`src/rtl/mac_pkg.sv`:
```
package mac_pkg;
   typedef enum logic [1:0] {
      OP_MUL     = 2'b00,
      OP_MULADD  = 2'b01,
      OP_LMUL    = 2'b10,
      OP_LMULACC = 2'b11
   } mac_op_e;

   function automatic logic op_is_long(input mac_op_e o);
      return o[1];
   endfunction

   function automatic logic op_has_add(input mac_op_e o);
      return o[0];
   endfunction
endpackage

```
`src/rtl/mac_ctrl.sv`:
```
module mac_ctrl #(
   parameter int STEPS = 4,
   localparam int CW = (STEPS > 1) ? $clog2(STEPS) : 1
) (
   input  logic clk,
   input  logic rst_n,
   input  logic start,
   output logic load,
   output logic step,
   output logic busy,
   output logic done
);
   logic [CW-1:0] count;
   logic          last;

   initial begin
      assert (STEPS >= 1) else $fatal(1, "STEPS must be at least 1");
   end

   assign last = (count == CW'(STEPS - 1));
   assign load = start && !busy;
   assign step = busy;

   always_ff @(posedge clk or negedge rst_n) begin
      if (!rst_n) begin
         busy  <= 1'b0;
         count <= '0;
         done  <= 1'b0;
      end else begin
         done <= 1'b0;
         if (load) begin
            busy  <= 1'b1;
            count <= '0;
         end else if (busy) begin
            if (last) begin
               busy <= 1'b0;
               done <= 1'b1;
            end else begin
               count <= count + 1'b1;
            end
         end
      end
   end

   // completion is a single-cycle pulse
   a_r6_done_pulse: assert property (@(posedge clk) disable iff (!rst_n)
      done |=> !done);
   // the step counter never leaves its range
   a_r6_count_bound: assert property (@(posedge clk) disable iff (!rst_n)
      busy |-> (int'(count) < STEPS));
   // while busy, the counter advances by one each edge until the last step
   a_r9_count_advance: assert property (@(posedge clk) disable iff (!rst_n)
      (busy && !last) |=> (busy && count == $past(count) + 1'b1));
endmodule

```
`src/rtl/mac_datapath.sv`:
```
module mac_datapath
   import mac_pkg::*;
#(
   parameter int W     = 32,
   parameter int DIGIT = 8,
   localparam int AW   = 2 * W
) (
   input  logic          clk,
   input  logic          rst_n,
   input  logic          load,
   input  logic          step,
   input  mac_op_e       op,
   input  logic [W-1:0]  op_a,
   input  logic [W-1:0]  op_b,
   input  logic [W-1:0]  addend,
   input  logic [W-1:0]  acc_lo,
   input  logic [W-1:0]  acc_hi,
   output logic [AW-1:0] acc
);
   logic [AW-1:0] a_sh;
   logic [W-1:0]  b_sh;
   logic [AW-1:0] partial;
   logic [AW-1:0] init_val;

   initial begin
      assert (W % DIGIT == 0) else $fatal(1, "W must be a multiple of DIGIT");
      assert (DIGIT >= 1 && DIGIT <= W) else $fatal(1, "DIGIT out of range");
   end

   always_comb begin
      unique case (op)
         OP_MULADD:  init_val = {{W{1'b0}}, addend};
         OP_LMULACC: init_val = {acc_hi, acc_lo};
         default:    init_val = '0;
      endcase
   end

   generate
      if (DIGIT == 1) begin : g_gate
         assign partial = b_sh[0] ? a_sh : '0;
      end else begin : g_mult
         logic [AW+DIGIT-1:0] wide;
         assign wide    = a_sh * {{(AW-DIGIT){1'b0}}, b_sh[DIGIT-1:0]};
         assign partial = wide[AW-1:0];
      end
   endgenerate

   generate
      if (DIGIT == W) begin : g_single
         always_ff @(posedge clk or negedge rst_n) begin
            if (!rst_n) begin
               a_sh <= '0;
               b_sh <= '0;
               acc  <= '0;
            end else if (load) begin
               a_sh <= {{W{1'b0}}, op_a};
               b_sh <= op_b;
               acc  <= init_val;
            end else if (step) begin
               acc  <= acc + partial;
            end
         end
      end else begin : g_iter
         always_ff @(posedge clk or negedge rst_n) begin
            if (!rst_n) begin
               a_sh <= '0;
               b_sh <= '0;
               acc  <= '0;
            end else if (load) begin
               a_sh <= {{W{1'b0}}, op_a};
               b_sh <= op_b;
               acc  <= init_val;
            end else if (step) begin
               acc  <= acc + partial;
               a_sh <= a_sh << DIGIT;
               b_sh <= b_sh >> DIGIT;
            end
         end
      end
   endgenerate

   // the accumulator only moves on a load or a step
   a_r10_result_hold: assert property (@(posedge clk) disable iff (!rst_n)
      (!load && !step) |=> $stable(acc));
endmodule

```
`src/rtl/mac_flags.sv`:
```
module mac_flags #(
   parameter int W = 32
) (
   input  logic [W-1:0] lo,
   input  logic [W-1:0] hi,
   input  logic         is_long,
   output logic         neg,
   output logic         zero
);
   generate
      if (W > 1) begin : g_flags
         always_comb begin
            if (is_long) begin
               neg  = hi[W-1];
               zero = (lo == '0) && (hi == '0);
            end else begin
               neg  = lo[W-1];
               zero = (lo == '0);
            end
         end
      end else begin : g_tiny
         assign neg  = is_long ? hi[0] : lo[0];
         assign zero = is_long ? !(lo[0] | hi[0]) : !lo[0];
      end
   endgenerate
endmodule

```
`src/rtl/mac_unit.sv`:
```
module mac_unit
   import mac_pkg::*;
#(
   parameter int W     = 32,
   parameter int DIGIT = 8,
   localparam int STEPS = W / DIGIT,
   localparam int AW    = 2 * W
) (
   input  logic         clk,
   input  logic         rst_n,
   input  logic         start,
   input  logic [1:0]   op,
   input  logic         set_flags,
   input  logic [W-1:0] op_a,
   input  logic [W-1:0] op_b,
   input  logic [W-1:0] addend,
   input  logic [W-1:0] acc_lo,
   input  logic [W-1:0] acc_hi,
   output logic [W-1:0] res_lo,
   output logic [W-1:0] res_hi,
   output logic         wr_lo,
   output logic         wr_hi,
   output logic         done,
   output logic         flag_n,
   output logic         flag_z,
   output logic         flag_we
);
   logic          load, step, busy;
   logic [AW-1:0] acc;
   mac_op_e       op_in, op_q;
   logic          sf_q;
   logic          is_long;

   initial begin
      assert (W >= 2) else $fatal(1, "W must be at least 2");
   end

   assign op_in = mac_op_e'(op);

   mac_ctrl #(.STEPS(STEPS)) ctrl_i (
      .clk(clk), .rst_n(rst_n), .start(start),
      .load(load), .step(step), .busy(busy), .done(done)
   );

   mac_datapath #(.W(W), .DIGIT(DIGIT)) dp_i (
      .clk(clk), .rst_n(rst_n), .load(load), .step(step), .op(op_in),
      .op_a(op_a), .op_b(op_b), .addend(addend),
      .acc_lo(acc_lo), .acc_hi(acc_hi), .acc(acc)
   );

   always_ff @(posedge clk or negedge rst_n) begin
      if (!rst_n) begin
         op_q <= OP_MUL;
         sf_q <= 1'b0;
      end else if (load) begin
         op_q <= op_in;
         sf_q <= set_flags;
      end
   end

   assign is_long = op_is_long(op_q);
   assign res_lo  = acc[W-1:0];
   assign res_hi  = is_long ? acc[AW-1:W] : '0;
   assign wr_lo   = done;
   assign wr_hi   = done && is_long;
   assign flag_we = done && sf_q;

   mac_flags #(.W(W)) flags_i (
      .lo(res_lo), .hi(res_hi), .is_long(is_long),
      .neg(flag_n), .zero(flag_z)
   );

   // flags are written only on completion
   a_r7_flag_we_done: assert property (@(posedge clk) disable iff (!rst_n)
      flag_we |-> done);
   // a zero flag written means the whole result is zero
   a_r8_zero_means_zero: assert property (@(posedge clk) disable iff (!rst_n)
      (flag_we && flag_z) |-> (res_lo == '0 && res_hi == '0));
   // the captured operation stays fixed while the engine runs
   a_r9_op_held: assert property (@(posedge clk) disable iff (!rst_n)
      (busy && start) |=> $stable(op_q));
   // short forms never drive the high word
   a_r2_short_hi_zero: assert property (@(posedge clk) disable iff (!rst_n)
      (done && !wr_hi) |-> (res_hi == '0));
endmodule

```
`config.mk`:
```
export PLATFORM = sky130hd
export DESIGN_NAME = mac_unit
export DESIGN_NICKNAME = d
export VERILOG_FILES = /design/src/rtl/mac_pkg.sv /design/src/rtl/mac_ctrl.sv /design/src/rtl/mac_datapath.sv /design/src/rtl/mac_flags.sv /design/src/rtl/mac_unit.sv
export SDC_FILE = /design/constraint.sdc
export NUM_CORES = 1
export LEC_CHECK = 0
export BUFFER_PORTS_ARGS = -buffer_cell sky130_fd_sc_hd__buf_4
export CAP_MARGIN = 20
export CORE_MARGIN = 4
export CORE_UTILIZATION = 60
export CTS_CLUSTER_DIAMETER = 200
export CTS_CLUSTER_SIZE = 25
export DETAILED_ROUTE_END_ITERATION = 10
export PLACE_DENSITY = 0.89
export SYNTH_ARGS = -nofsm -noshare
export SYNTH_HDL_FRONTEND = slang
export SYNTH_SLANG_ARGS = --single-unit
```
`constraint.sdc`:
```
create_clock -name clk -period 8.6 [get_ports clk]
set_input_delay 1.72 -clock clk [delete_from_list [all_inputs] [get_ports clk]]
set_output_delay 1.72 -clock clk [all_outputs]
set_load 0.02 [all_outputs]
```
### Yosys cells after proc, flatten, opt, wreduce, memory -nomap -nowiden

Index checks and enable logic that the tools add are counted.

| cells by class | value |
|---|---|
| $add $sub $neg | 2 |
| multiply operators | 1 |
| divide/modulo/power cells | 0 |
| magnitude comparators | 0 |
| eq/ne operators | 4 |
| shift-type cells | 0 |
| mux-type cells | 19 |
| bitwise operators | 0 |
| reduce and logical (&&, ||, !) cells | 9 |

Operators with widths:

| kind | count |
|---|---|
| $mux W64 | 4 |
| $pmux W64 S2 | 1 |
| $mux W32 | 3 |
| $add A64 B64 Y64 | 1 |
| $logic_not A32 Y1 | 2 |
| $mul A64 B8 Y64 | 1 |
| $mux W1 | 8 |
| $mux W2 | 3 |
| $eq A2 B2 Y1 const B | 2 |
| $logic_and A1 B1 Y1 | 4 |
| $add A2 B1 Y2 const B | 1 |
| $eq A2 B1 Y1 const B | 1 |
| $ne A2 B1 Y1 const B | 1 |
| $reduce_and A2 Y1 | 1 |
| $reduce_bool A2 Y1 | 1 |
| $logic_not A1 Y1 | 1 |

| word-level totals | value |
|---|---|
| register bits | 167 |
| latch bits | 0 |
| memory bits (writable) | 0 |
| memory bits (read-only) | 0 |
| output and inout port bits | 70 |
| logic and storage cells | 43 |
| memories | 0 |

### Logic depth before layout (Yosys ltp)

| logic depth | value |
|---|---|
| depth after elaboration | 4 |
| gate-level depth with buffers | 22 |
| gate-level depth less buffers | 20 |

### Hierarchy

From an unflattened synthesis, not the netlist that was laid out.

| unflattened totals | value |
|---|---|
| cell total of the unflattened synthesis | 2767 |
| area, all modules | 24787.5 um2 |

Modules (own cells, without submodules):

| module | instances | cells an instance | area an instance (um2) | sequential area each (um2) |
|---|---|---|---|---|
| mac_datapath | 1 | 2687 | 24079.3 | 4003.8 |
| mac_unit | 1 | 42 | 349.1 | 50.0 |
| mac_ctrl | 1 | 15 | 186.4 | 100.1 |
| mac_flags | 1 | 23 | 172.7 | 0.0 |

### Worst setup path after synthesis

Ideal clock, no wire load.

| timing path | value |
|---|---|
| path type | reg2reg |
| from | register dp_i.b_sh[0] |
| to | register dp_i.acc[57] |
| setup time | 83 ps |
| data arrival time | 5296 ps |
| path slack | 3221 ps |
| cell stages (with the launch flop) | 22 |
| clock period less this slack | 5379 ps |
| cell sequence | dfrtp_1 clkbuf_1 clkbuf_1 nand2_1 fa_1 inv_1 fa_1 fa_1 inv_1 fa_1 inv_1 ha_1 buf_2 nand2_1 or3_1 or4b_4 a31oi_4 o31ai_2 a31oi_2 mux2i_1 o2111ai_1 o21ai_0 |

| on the way | value |
|---|---|
| cells in the longest elaborated chain, start to end | 4 |

Ends and longest elaborated chain:

| element | RTL line | RTL |
|---|---|---|
| start: declaration | mac_datapath.sv:21 | `logic [W-1:0] b_sh;` |
| start signal: assignment | mac_datapath.sv:71 | `b_sh <= op_b;` |
| start signal: assignment | mac_datapath.sv:76 | `b_sh <= b_sh >> DIGIT;` |
| $mul A64 B8 Y64 | mac_datapath.sv:43 | `assign wide = a_sh * {{(AW-DIGIT){1'b0}}, b_sh[DIGIT-1:0]};` |
| $add A64 B64 Y64 | mac_datapath.sv:74 | `acc <= acc + partial;` |
| $mux W64 | mac_datapath.sv:73 | `end else if (step) begin` |
| $mux W64 | mac_datapath.sv:69 | `end else if (load) begin` |
| end signal: assignment | mac_datapath.sv:72 | `acc <= init_val;` |
| end signal: assignment | mac_datapath.sv:74 |  |
| end: declaration | mac_datapath.sv:18 | `output logic [AW-1:0] acc` |

Every way passes these cells. The select of a mux whose other input is x is not followed.
A chain may end at the register's enable or synchronous reset.

### Worst setup path after layout

| timing path | value |
|---|---|
| from | register dp_i.b_sh[7] |
| to | register dp_i.acc[60] |

Same word-level chain as after synthesis.

==> results.cfg <==
[run_status]
outcome = finished clean

[critical_path]
start_kind = register
critical_path.max_fanout = 32
critPathCaptureType = register
worstSetupPathType = reg2reg
crit_required_ns = 8.97
cp.arrival_ns = 7.33

[logic_synthesis]
seq_area_frac_synth = 0.169
synthFlopType = dfrtp_1
synth_cells = 2769
async_reset_ff_frac = 1.00
synth_edf_count = 0
ys_warn_count = 0
synth_nets = 3419
syn_avg_cell_area_um2 = 8.87
ys_ff_latch = 166
ys_types = 66
synth.cell_area_mm2 = 0.0246

[finish]
area_growth_syn_to_layout_pct = 9.00
layout-drive-gt1-share = 0.107
mostFrequentLayoutCell = inv_1
fin_nets = 3464
layout_common_cells = inv_1, fa_1, and2_1
diodes = 0

[timing]
hold_viol = 0
slew_violations = 0
max_freq_ghz = 0.144
worstMarginPinSlew_ns = 1.17
finalSetupViolations = 0
fin_crit_ns = 6.96
slew_headroom = 0.213
finClkSkew_ns = 0.0152
period_share = 0.809
setup-tns-final_ns = 0
rsz0062_at_grt = false

[global_route]
track_usage = 0.341
grt_pass1_wl_um = 118000
grt_max_degree = 112
first_global_vias = 22321
antenna_found_initial = 1
grt.overflow.total = 0

[clock_network]
max-clock-path-buffers = 2
htreeDepth = 4
hold_buffers = 0
ctsResizeCount = 0
clock-sinks = 166
cts-root-buf = clkbuf_16
cts_tree = yes
cts_buffers = 17
clkTransAtPathRegs_ns = 0.07
clock_latency_ns = 0.49
cts_setup_buffers = 0

[die]
die_width_um = 210
core_area_mm2 = 0.0401
start_util = 0.613
io_pins = 236
die_area_mm2 = 0.0442
fp-row-count = 73
die_h_um = 210

[hold_path]
holdCritPathClass = reg2reg

[placed_design]
dp_hpwl_um = 55200
gp_congestion = 0.955
io_buffers = 235

[drt]
wl_um = 73200
route.antenna.remaining_nets = 0
vias_per_cell = 6.09
remaining_drc_errors = 0
drt-wirelength-per-cell_um = 21.8
first_iter_violations = 1923
drtPass1Iterations = 7
route.vias.total = 20418

[run]
maxCapViolations = 0
-- routing by layer --
metal  wire length, um  global-route usage  share of wire
met1             26000               0.418           0.36
met2             35100               0.546           0.48
met3              7470              0.0933           0.10
met4              4650               0.197          0.063
met5                13                   0        0.00018
-- cell type report --
cell class | count | area (um^2)
clock buffer | 20 | 437
clock inverter | 12 | 148
fill | 3021 | 13300
inverter | 499 | 1870
multi-input combinational | 1876 | 17600
sequential | 166 | 4160
tap | 525 | 657
timing repair buffer | 254 | 1940
-- final timing paths --
kind,to,start,cells past startpoint,slack [ns]
max in group asynchronous,ctrl_i.busy,rst_n,3,5.85
min in group asynchronous,dp_i.acc[59],rst_n,1,1.13
hold reg to reg,dp_i.b_sh[11],dp_i.b_sh[19],2,0.49
setup / recovery,dp_i.acc[60],dp_i.b_sh[7],18,1.64
setup reg to reg,dp_i.acc[60],dp_i.b_sh[7],18,1.64
hold / removal,dp_i.b_sh[11],dp_i.b_sh[19],2,0.49
-- state kept, by name, indices dropped and copies added, names as in the netlist --
signal        cells
ctrl_i.busy       1
dp_i.a_sh        64
ctrl_i.done       1
ctrl_i.count      2
sf_q              1
dp_i.acc         64
dp_i.b_sh        32
op_q              1
-- per-stage QoR --
stage                     hold slack [ns]  area, um^2  cells  utilization  worst slack [ns]
after floorplan                     0.452       24600   2769            -              3.22
after global placement              0.465       26100   3318        0.652              1.79
after detailed placement            0.473       26100   3318        0.652              1.74
after CTS                           0.489       26700   3350        0.666              1.73
after global routing                0.527       26800   3352        0.668              1.32
final                               0.486       26800   3352        0.668              1.64
-- Yosys cell counts, types with 3 or more instances --
cell / n / area [um^2]
inv_1: 498 / 1870
fa_1: 410 / 8210
and2_1: 376 / 2350
nand2_1: 298 / 1120
dfrtp_1: 166 / 4150
clkbuf_1: 156 / 586
o21ai_0: 126 / 631
ha_1: 74 / 926
a21oi_1: 71 / 355
mux2i_1: 71 / 711
nor2_1: 64 / 240
xnor2_1: 37 / 324
a21o_1: 33 / 248
buf_4: 33 / 248
xor2_1: 30 / 263
a222oi_1: 28 / 280
buf_1: 27 / 101
a22o_1: 20 / 175
a22oi_1: 20 / 150
nand4_1: 20 / 125
nand3_1: 17 / 85.1
nor4_1: 17 / 106
a211oi_1: 13 / 97.6
a31oi_1: 12 / 75.1
buf_2: 12 / 60.1
o21bai_1: 12 / 90.1
a221oi_1: 11 / 96.3
and3_1: 10 / 62.6
nand2b_1: 9 / 56.3
o21a_1: 9 / 67.6
nor3_1: 8 / 40.0
o21ai_1: 8 / 40.0
and4_1: 7 / 61.3
or3_1: 7 / 43.8
o211ai_1: 4 / 30.0
o22ai_1: 4 / 25.0
a211o_1: 3 / 26.3
a221o_1: 3 / 30.0
a311oi_1: 3 / 26.3
nor2b_1: 3 / 18.8
nor3b_1: 3 / 22.5
o2111ai_1: 3 / 26.3
o221ai_1: 3 / 26.3
-- cell families (layout without fill, tap and decap cells) --
logic type               Yosys count  in the layout  synth area share
adder cells (fa/ha/maj)          484            484             0.372
AO/OA/AOI/OAI                    404            404             0.109
AND/OR/NAND/NOR                  848            848             0.179
buffers and inverters            727            785             0.117
XOR/XNOR                          67             67            0.0239
flip-flops                       166            166             0.169
multiplexers                      73             73            0.0299
-- critical path, cell delays in order, from the launching register on --
cell and delay, ns:
dfrtp_1 1.09, buf_4 0.45, and2_1 0.21, fa_1 0.43, fa_1 0.47, fa_1 0.50
inv_1 0.06, fa_1 0.49, inv_1 0.05, ha_1 0.40, a21oi_1 0.25, o21ai_0 0.21
a221o_1 0.37, a211o_1 0.32, a2111oi_2 0.62, nor2_1 0.20, a41o_1 0.35, o32ai_1 0.28
nor2_1 0.08
Power is left out: the tool's default activity adds up to more than one toggle a clock period on the data nets, which glitch-free logic cannot reach.
